## src/rtl/psc_pkg.sv

```systemverilog
package psc_pkg;
  localparam int DATA_W = 16;

  typedef enum logic [2:0] {
    ST_IDLE,
    ST_READ,
    ST_WSETUP,
    ST_WPULSE,
    ST_RECOV
  } psc_state_e;
endpackage

```

## src/rtl/psc_timer.sv

```systemverilog
module psc_timer #(
  parameter int CW = 4
) (
  input  logic          clk,
  input  logic          rst,
  input  logic          load,
  input  logic [CW-1:0] load_val,
  output logic          zero
);
  logic [CW-1:0] cnt;

  always_ff @(posedge clk) begin
    if (rst)              cnt <= '0;
    else if (load)        cnt <= load_val;
    else if (cnt != '0)   cnt <= cnt - 1'b1;
  end

  assign zero = (cnt == '0);
endmodule

```

## src/rtl/psc_page_step.sv

```systemverilog
module psc_page_step #(
  parameter int AW        = 21,
  parameter int PAGE_BITS = 3
) (
  input  logic [AW-1:0] cur,
  output logic [AW-1:0] nxt
);
  logic [PAGE_BITS-1:0] low_inc;

  assign low_inc = cur[PAGE_BITS-1:0] + 1'b1;
  assign nxt     = {cur[AW-1:PAGE_BITS], low_inc};
endmodule

```

## src/rtl/psram_page_ctrl.sv

```systemverilog
module psram_page_ctrl
  import psc_pkg::*;
#(
  parameter int AW        = 21,
  parameter int PAGE_BITS = 3,
  parameter int T_ACC     = 5,
  parameter int T_PAGE    = 2,
  parameter int T_WSU     = 1,
  parameter int T_WP      = 3,
  parameter int T_HIGH    = 1
) (
  input  logic                 clk,
  input  logic                 rst,
  input  logic                 req_valid,
  input  logic                 req_write,
  input  logic [AW-1:0]        req_addr,
  input  logic [DATA_W-1:0]    req_wdata,
  input  logic [1:0]           req_be,
  input  logic [PAGE_BITS-1:0] req_len,
  output logic                 req_ready,
  output logic                 rsp_ack,
  output logic [DATA_W-1:0]    rsp_rdata,
  output logic [AW-1:0]        mem_addr,
  output logic                 mem_cs_n,
  output logic                 mem_oe_n,
  output logic                 mem_we_n,
  output logic                 mem_ub_n,
  output logic                 mem_lb_n,
  output logic [DATA_W-1:0]    mem_dq_o,
  output logic                 mem_dq_oe,
  input  logic [DATA_W-1:0]    mem_dq_i
);
  localparam int TMAX_A = (T_ACC > T_PAGE) ? T_ACC : T_PAGE;
  localparam int TMAX_B = (T_WP > T_WSU) ? T_WP : T_WSU;
  localparam int TMAX_C = (TMAX_A > TMAX_B) ? TMAX_A : TMAX_B;
  localparam int TMAX   = (TMAX_C > T_HIGH) ? TMAX_C : T_HIGH;
  localparam int CW     = $clog2(TMAX + 1);

  localparam logic [CW-1:0] V_ACC  = CW'(T_ACC - 1);
  localparam logic [CW-1:0] V_PAGE = CW'(T_PAGE - 1);
  localparam logic [CW-1:0] V_WSU  = CW'(T_WSU - 1);
  localparam logic [CW-1:0] V_WP   = CW'(T_WP - 1);
  localparam logic [CW-1:0] V_HIGH = CW'(T_HIGH - 1);

  psc_state_e           state;
  logic [PAGE_BITS-1:0] words_left;
  logic                 be_none;
  logic                 tmr_load;
  logic [CW-1:0]        tmr_val;
  logic                 tmr_zero;
  logic [AW-1:0]        addr_next;

  psc_timer #(.CW(CW)) u_timer (
    .clk      (clk),
    .rst      (rst),
    .load     (tmr_load),
    .load_val (tmr_val),
    .zero     (tmr_zero)
  );

  psc_page_step #(.AW(AW), .PAGE_BITS(PAGE_BITS)) u_step (
    .cur (mem_addr),
    .nxt (addr_next)
  );

  // Interval selection for the shared down-counter
  always_comb begin
    tmr_load = 1'b0;
    tmr_val  = '0;
    case (state)
      ST_IDLE: if (req_valid) begin
        tmr_load = 1'b1;
        tmr_val  = req_write ? V_WSU : V_ACC;
      end
      ST_READ: if (tmr_zero) begin
        tmr_load = 1'b1;
        tmr_val  = (words_left != '0) ? V_PAGE : V_HIGH;
      end
      ST_WSETUP: if (tmr_zero) begin
        tmr_load = 1'b1;
        tmr_val  = V_WP;
      end
      ST_WPULSE: if (tmr_zero) begin
        tmr_load = 1'b1;
        tmr_val  = V_HIGH;
      end
      default: ;
    endcase
  end

  assign req_ready = (state == ST_IDLE);

  always_ff @(posedge clk) begin
    if (rst) begin
      state      <= ST_IDLE;
      words_left <= '0;
      be_none    <= 1'b0;
      rsp_ack    <= 1'b0;
      rsp_rdata  <= '0;
      mem_addr   <= '0;
      mem_cs_n   <= 1'b1;
      mem_oe_n   <= 1'b1;
      mem_we_n   <= 1'b1;
      mem_ub_n   <= 1'b1;
      mem_lb_n   <= 1'b1;
      mem_dq_o   <= '0;
      mem_dq_oe  <= 1'b0;
    end else begin
      rsp_ack <= 1'b0;
      case (state)
        ST_IDLE: if (req_valid) begin
          mem_addr <= req_addr;
          mem_cs_n <= 1'b0;
          if (req_write) begin
            mem_ub_n  <= ~req_be[1];
            mem_lb_n  <= ~req_be[0];
            mem_dq_o  <= req_wdata;
            mem_dq_oe <= 1'b1;
            be_none   <= (req_be == 2'b00);
            state     <= ST_WSETUP;
          end else begin
            mem_oe_n   <= 1'b0;
            mem_ub_n   <= 1'b0;
            mem_lb_n   <= 1'b0;
            words_left <= req_len;
            state      <= ST_READ;
          end
        end
        ST_READ: if (tmr_zero) begin
          rsp_rdata <= mem_dq_i;
          rsp_ack   <= 1'b1;
          if (words_left != '0) begin
            words_left <= words_left - 1'b1;
            mem_addr   <= addr_next;
          end else begin
            mem_cs_n <= 1'b1;
            mem_oe_n <= 1'b1;
            mem_ub_n <= 1'b1;
            mem_lb_n <= 1'b1;
            state    <= ST_RECOV;
          end
        end
        ST_WSETUP: if (tmr_zero) begin
          mem_we_n <= be_none;
          state    <= ST_WPULSE;
        end
        ST_WPULSE: if (tmr_zero) begin
          mem_cs_n  <= 1'b1;
          mem_we_n  <= 1'b1;
          mem_ub_n  <= 1'b1;
          mem_lb_n  <= 1'b1;
          mem_dq_oe <= 1'b0;
          rsp_ack   <= 1'b1;
          state     <= ST_RECOV;
        end
        ST_RECOV: if (tmr_zero) state <= ST_IDLE;
        default: state <= ST_IDLE;
      endcase
    end
  end
endmodule

```

## config.mk

```make
export PLATFORM = sky130hd
export DESIGN_NAME = psram_page_ctrl
export DESIGN_NICKNAME = d
export VERILOG_FILES = /design/src/rtl/psc_pkg.sv /design/src/rtl/psc_timer.sv /design/src/rtl/psc_page_step.sv /design/src/rtl/psram_page_ctrl.sv
export SDC_FILE = /design/constraint.sdc
export NUM_CORES = 1
export LEC_CHECK = 0
export ABC_AREA = 1
export CELL_PAD_IN_SITES_DETAIL_PLACEMENT = 1
export CELL_PAD_IN_SITES_GLOBAL_PLACEMENT = 1
export CORE_ASPECT_RATIO = 1.1
export CORE_MARGIN = 2
export CORE_UTILIZATION = 32
export DETAILED_ROUTE_END_ITERATION = 7
export PLACE_DENSITY_LB_ADDON = 0.1
export SYNTH_ARGS = -nofsm -noshare
export SYNTH_HDL_FRONTEND = slang
export SYNTH_SLANG_ARGS = --single-unit
```

## constraint.sdc

```tcl
create_clock -name clk -period 2.54 [get_ports clk]
set_input_delay 0.254 -clock clk [delete_from_list [all_inputs] [get_ports clk]]
set_output_delay 0.254 -clock clk [all_outputs]
set_load 0.005 [all_outputs]
```

==> results.txt <==
The count of port buffers added during placement was 122; the worst stage delay on the critical path was 0.35 ns. The tools report the slack of the critical path as 0.5843 ns. Classification of the worst-slack hold path: flip-flop to flip-flop. For this run, the post-layout net count is 579. The worst register-to-register path begins at u_timer.cnt[0].

For the total routed wirelength, the log shows 8927 µm. The critical path ends at rsp_rdata[10]. Clock tree synthesis found a total of 70 sinks. Setup repair after global routing left no endpoint under its margin. The tools report the total setup buffers inserted after CTS as 0. Clock transition time at the flip-flop clock pins of the worst setup and hold paths: 0.08 ns. The tools report the worst setup path startpoint as u_timer.cnt[0]. The design draws 4770 µW.

The number of placement rows was 36. The remaining antenna violation count after routing is 0, and the number of failing hold endpoints at the final stage is 0. At the pin with the least slew margin, the transition time is 0.4763 ns. For the violation count after the first detailed-route iteration, the log shows 76. Cell with the largest stage delay on the worst path: sky130_fd_sc_hd__dfxtp_1. Of the cells placed in the final design, the portion with a size suffix greater than 1 is 5.996%. The total I/O pin count was 123; the synthesis warning total was 0.

The worst register-to-register path ends at rsp_rdata[10]. The net count after synthesis is 463, and the floorplan die width is 95.49 µm. The minimum clock period after layout is 1.956 ns. STA classifies the critical path endpoint as a flip-flop. For flop-to-flop paths, the worst setup slack is 0.58 ns.

The worst hold path stage count works out to 2. The placed instances occupy a cell area of 0.004222 mm². After synthesis the netlist holds a flip-flop and latch count of 70. The number of antenna violations at the first check in global routing is 0.

CTS placed an instance of sky130_fd_sc_hd__clkbuf_8 at the clock tree root. The detailed-placement wirelength estimate is 6413 µm. Traced cell by cell, the critical path runs through inv_1, ha_1, nand2_1, inv_1, nand2_2, clkinv_4, nor2_1, nor2_1. For the combined area of all synthesized cells, the log shows 0.002947 mm². The final core area utilization is 49.83%, and the number of antenna diodes is 0.

The average cell area after synthesis works out to 7.441 µm². STA classifies the critical path startpoint as a flip-flop. No sink is reached through more buffers than the 2 on the longest clock path.

The floorplan step defined a die boundary enclosing 0.009992 mm². The run gives 1131 as the final-layout fill cell count. The max-slew violation count was 0.

The die span in y was 104.6 µm; the worst slew margin relative to its limit was 68.17%. On the final layout, the worst clock skew is 0.01276 ns. Counting the buffers created by CTS gives 9.

The area growth from synthesis to layout was 50.83%. Setup violations remaining at the end of the flow were counted as 0. The first global-routing pass estimated 14600 µm of wire. Data required time of the critical path: 2.77 ns. The maximum fanout along the worst path is 20.

STA puts the critical path data arrival time at 2.19 ns. The max capacitance violation total is 0. The logs give 4 for the count of TritonRoute iterations in the first routing pass and 396 for the synthesized instance count.

Summed over all cells, the static leakage comes to 0.001843 µW. At the placement stage, the worst setup path has a slack of 0.4764 ns. Last weighted congestion value of the routability-driven placer: 0.7361. The library cell used most frequently in the layout, excluding fill and tap cells, is sky130_fd_sc_hd__nor2_1. The floorplan step defined a core boundary enclosing 0.008919 mm².

After detailed routing, the number of remaining DRC violations is 0. The via density per instance works out to 4.702. In the finished design, the share of the clock period the worst path needs comes to 77.00%. Summing over every cut layer, the via total after detailed routing is 2967. In the global route stage, overall resource usage came out at 18.32%. The logs give 0.34 ns for the clock network latency to the later pin of the worst-skew pair and 0 for the aggregate global routing overflow.

The run gives 0.004444 mm² as the post-route cell area. TritonCTS built the clock tree. The average wire per cell in the routed design was 14.15 µm; the effective utilization at floorplan was 33.04%. The worst reg-to-reg path cell count works out to 8.

The H-tree was split into 3 levels. The number of global-route vias before repair was 3078. The top cell types in the final layout, fill and taps aside, are 125 x sky130_fd_sc_hd__nor2_1, 122 x sky130_fd_sc_hd__clkdlybuf4s50_1, 70 x sky130_fd_sc_hd__dfxtp_1. In this run the power density over the cells is 1073 mW/mm². Entering global routing, the biggest net connects 55 pins.

The number of hold buffers added after CTS was 0. The critical path start-end classification was flip-flop to flip-flop. The logs give 0 ns for the total negative setup slack and 0 for the count of instances resized after the clock tree is built.

Synthesis instantiated 28 different standard cells from the library. The run finished with clean final reports. The logs give 0.5113 GHz for the fmax and 47.56% for the share of the yosys chip area belonging to registers. For the highest ir drop seen on vdd, the log shows 0.3882 mV.
-- area by class of cell --
class / instances / area, µm² / share of cell area, %
Clock buffer: 11 / 141.4 / 3.181
Clock inverter: 5 / 81.33 / 1.830
Inverter: 22 / 90.09 / 2.027
Multi-Input combinational cell: 285 / 1339 / 30.12
Sequential cell: 70 / 1401 / 31.53
Tap cell: 114 / 142.6 / 3.209
Timing Repair Buffer: 124 / 1249 / 28.10
-- report_power, final --
group          internal (µW)  leakage, µW  switching, µW  total (µW)
clock network            582     0.000110            437        1020
logic                    987      0.00116           1140        2130
registers               1430     0.000576            195        1620
-- kinds of logic (layout without fill, tap and decap cells) --
logic type                 count (synthesis)  after routing  share of synthesized area, %
AOI/OAI and AO/OA                         77             77                         13.29
xor gates and xnor gates                   2              2                        0.5946
adders and majority gates                  5              5                         2.123
buffers and inverters                     41            162                         7.006
DFF                                       70             70                         47.56
and+or+nand+nor                          201            201                         29.43
-- state kept, by name, summed over array words and instances, names as in the netlist --
name	cells
words_left	3
be_none	1
state	3
mem_oe_n	1
rsp_rdata	16
mem_dq_oe	1
rsp_ack	1
u_timer.cnt	3
mem_addr	21
mem_we_n	1
mem_lb_n	1
mem_ub_n	1
mem_dq_o	16
mem_cs_n	1
-- worst min path at each step --
stage | slack, ns | end | start
floorplan | 0.32 | state[0] | rst
global placement | 0.45 | mem_ub_n | mem_ub_n
detailed placement | 0.47 | mem_lb_n | mem_lb_n
CTS | 0.48 | mem_dq_o[7] | req_wdata[7]
global route | 0.49 | mem_dq_o[7] | req_wdata[7]
finish | 0.49 | mem_ub_n | mem_ub_n
-- cells in the mapped netlist (all sizes together) --
cell type	number	area share [%]
o22ai	1	0.21
o21a	1	0.25
o21ai	65	11
clkbuf	6	0.76
a21oi	9	1.5
inv	21	2.8
nor3	1	0.17
buf	13	3.2
nand3	18	3.1
nand2	45	6.6
nor2	129	18
xor2	2	0.59
clkinv	1	0.30
nand3b	4	1.0
o21bai	1	0.25
dfxtp	70	48
ha	5	2.1
nand4	4	0.85
-- worst max-delay path, delay by kind of cell, from the launching register on --
family	cells	cell delay (ns)
and+or+nand+nor	4	0.85
buffers and inverters	3	0.45
adders and majority gates	1	0.19
DFF	1	0.35
-- routing by layer --
| metal | vias up | part of all wire [%] | track usage [%] |
|---|---|---|---|
| li1 | 1506 | - | - |
| met1 | 1377 | 42 | 21.77 |
| met2 | 74 | 49 | 30.23 |
| met3 | 10 | 7.9 | 7.426 |
| met4 | 0 | 1.4 | 5.102 |
| met5 | - | 0 | 0 |
-- stage by stage --
step / std cells / hold slack (ns)
2_1_floorplan: 396 / 0.3231
3_3_place_gp: 615 / 0.4491
5_1_grt: 631 / 0.4890
3_5_place_dp: 615 / 0.4674
4_1_cts: 631 / 0.4798
6_report: 631 / 0.4871
(Power assumes the default switching activity.)
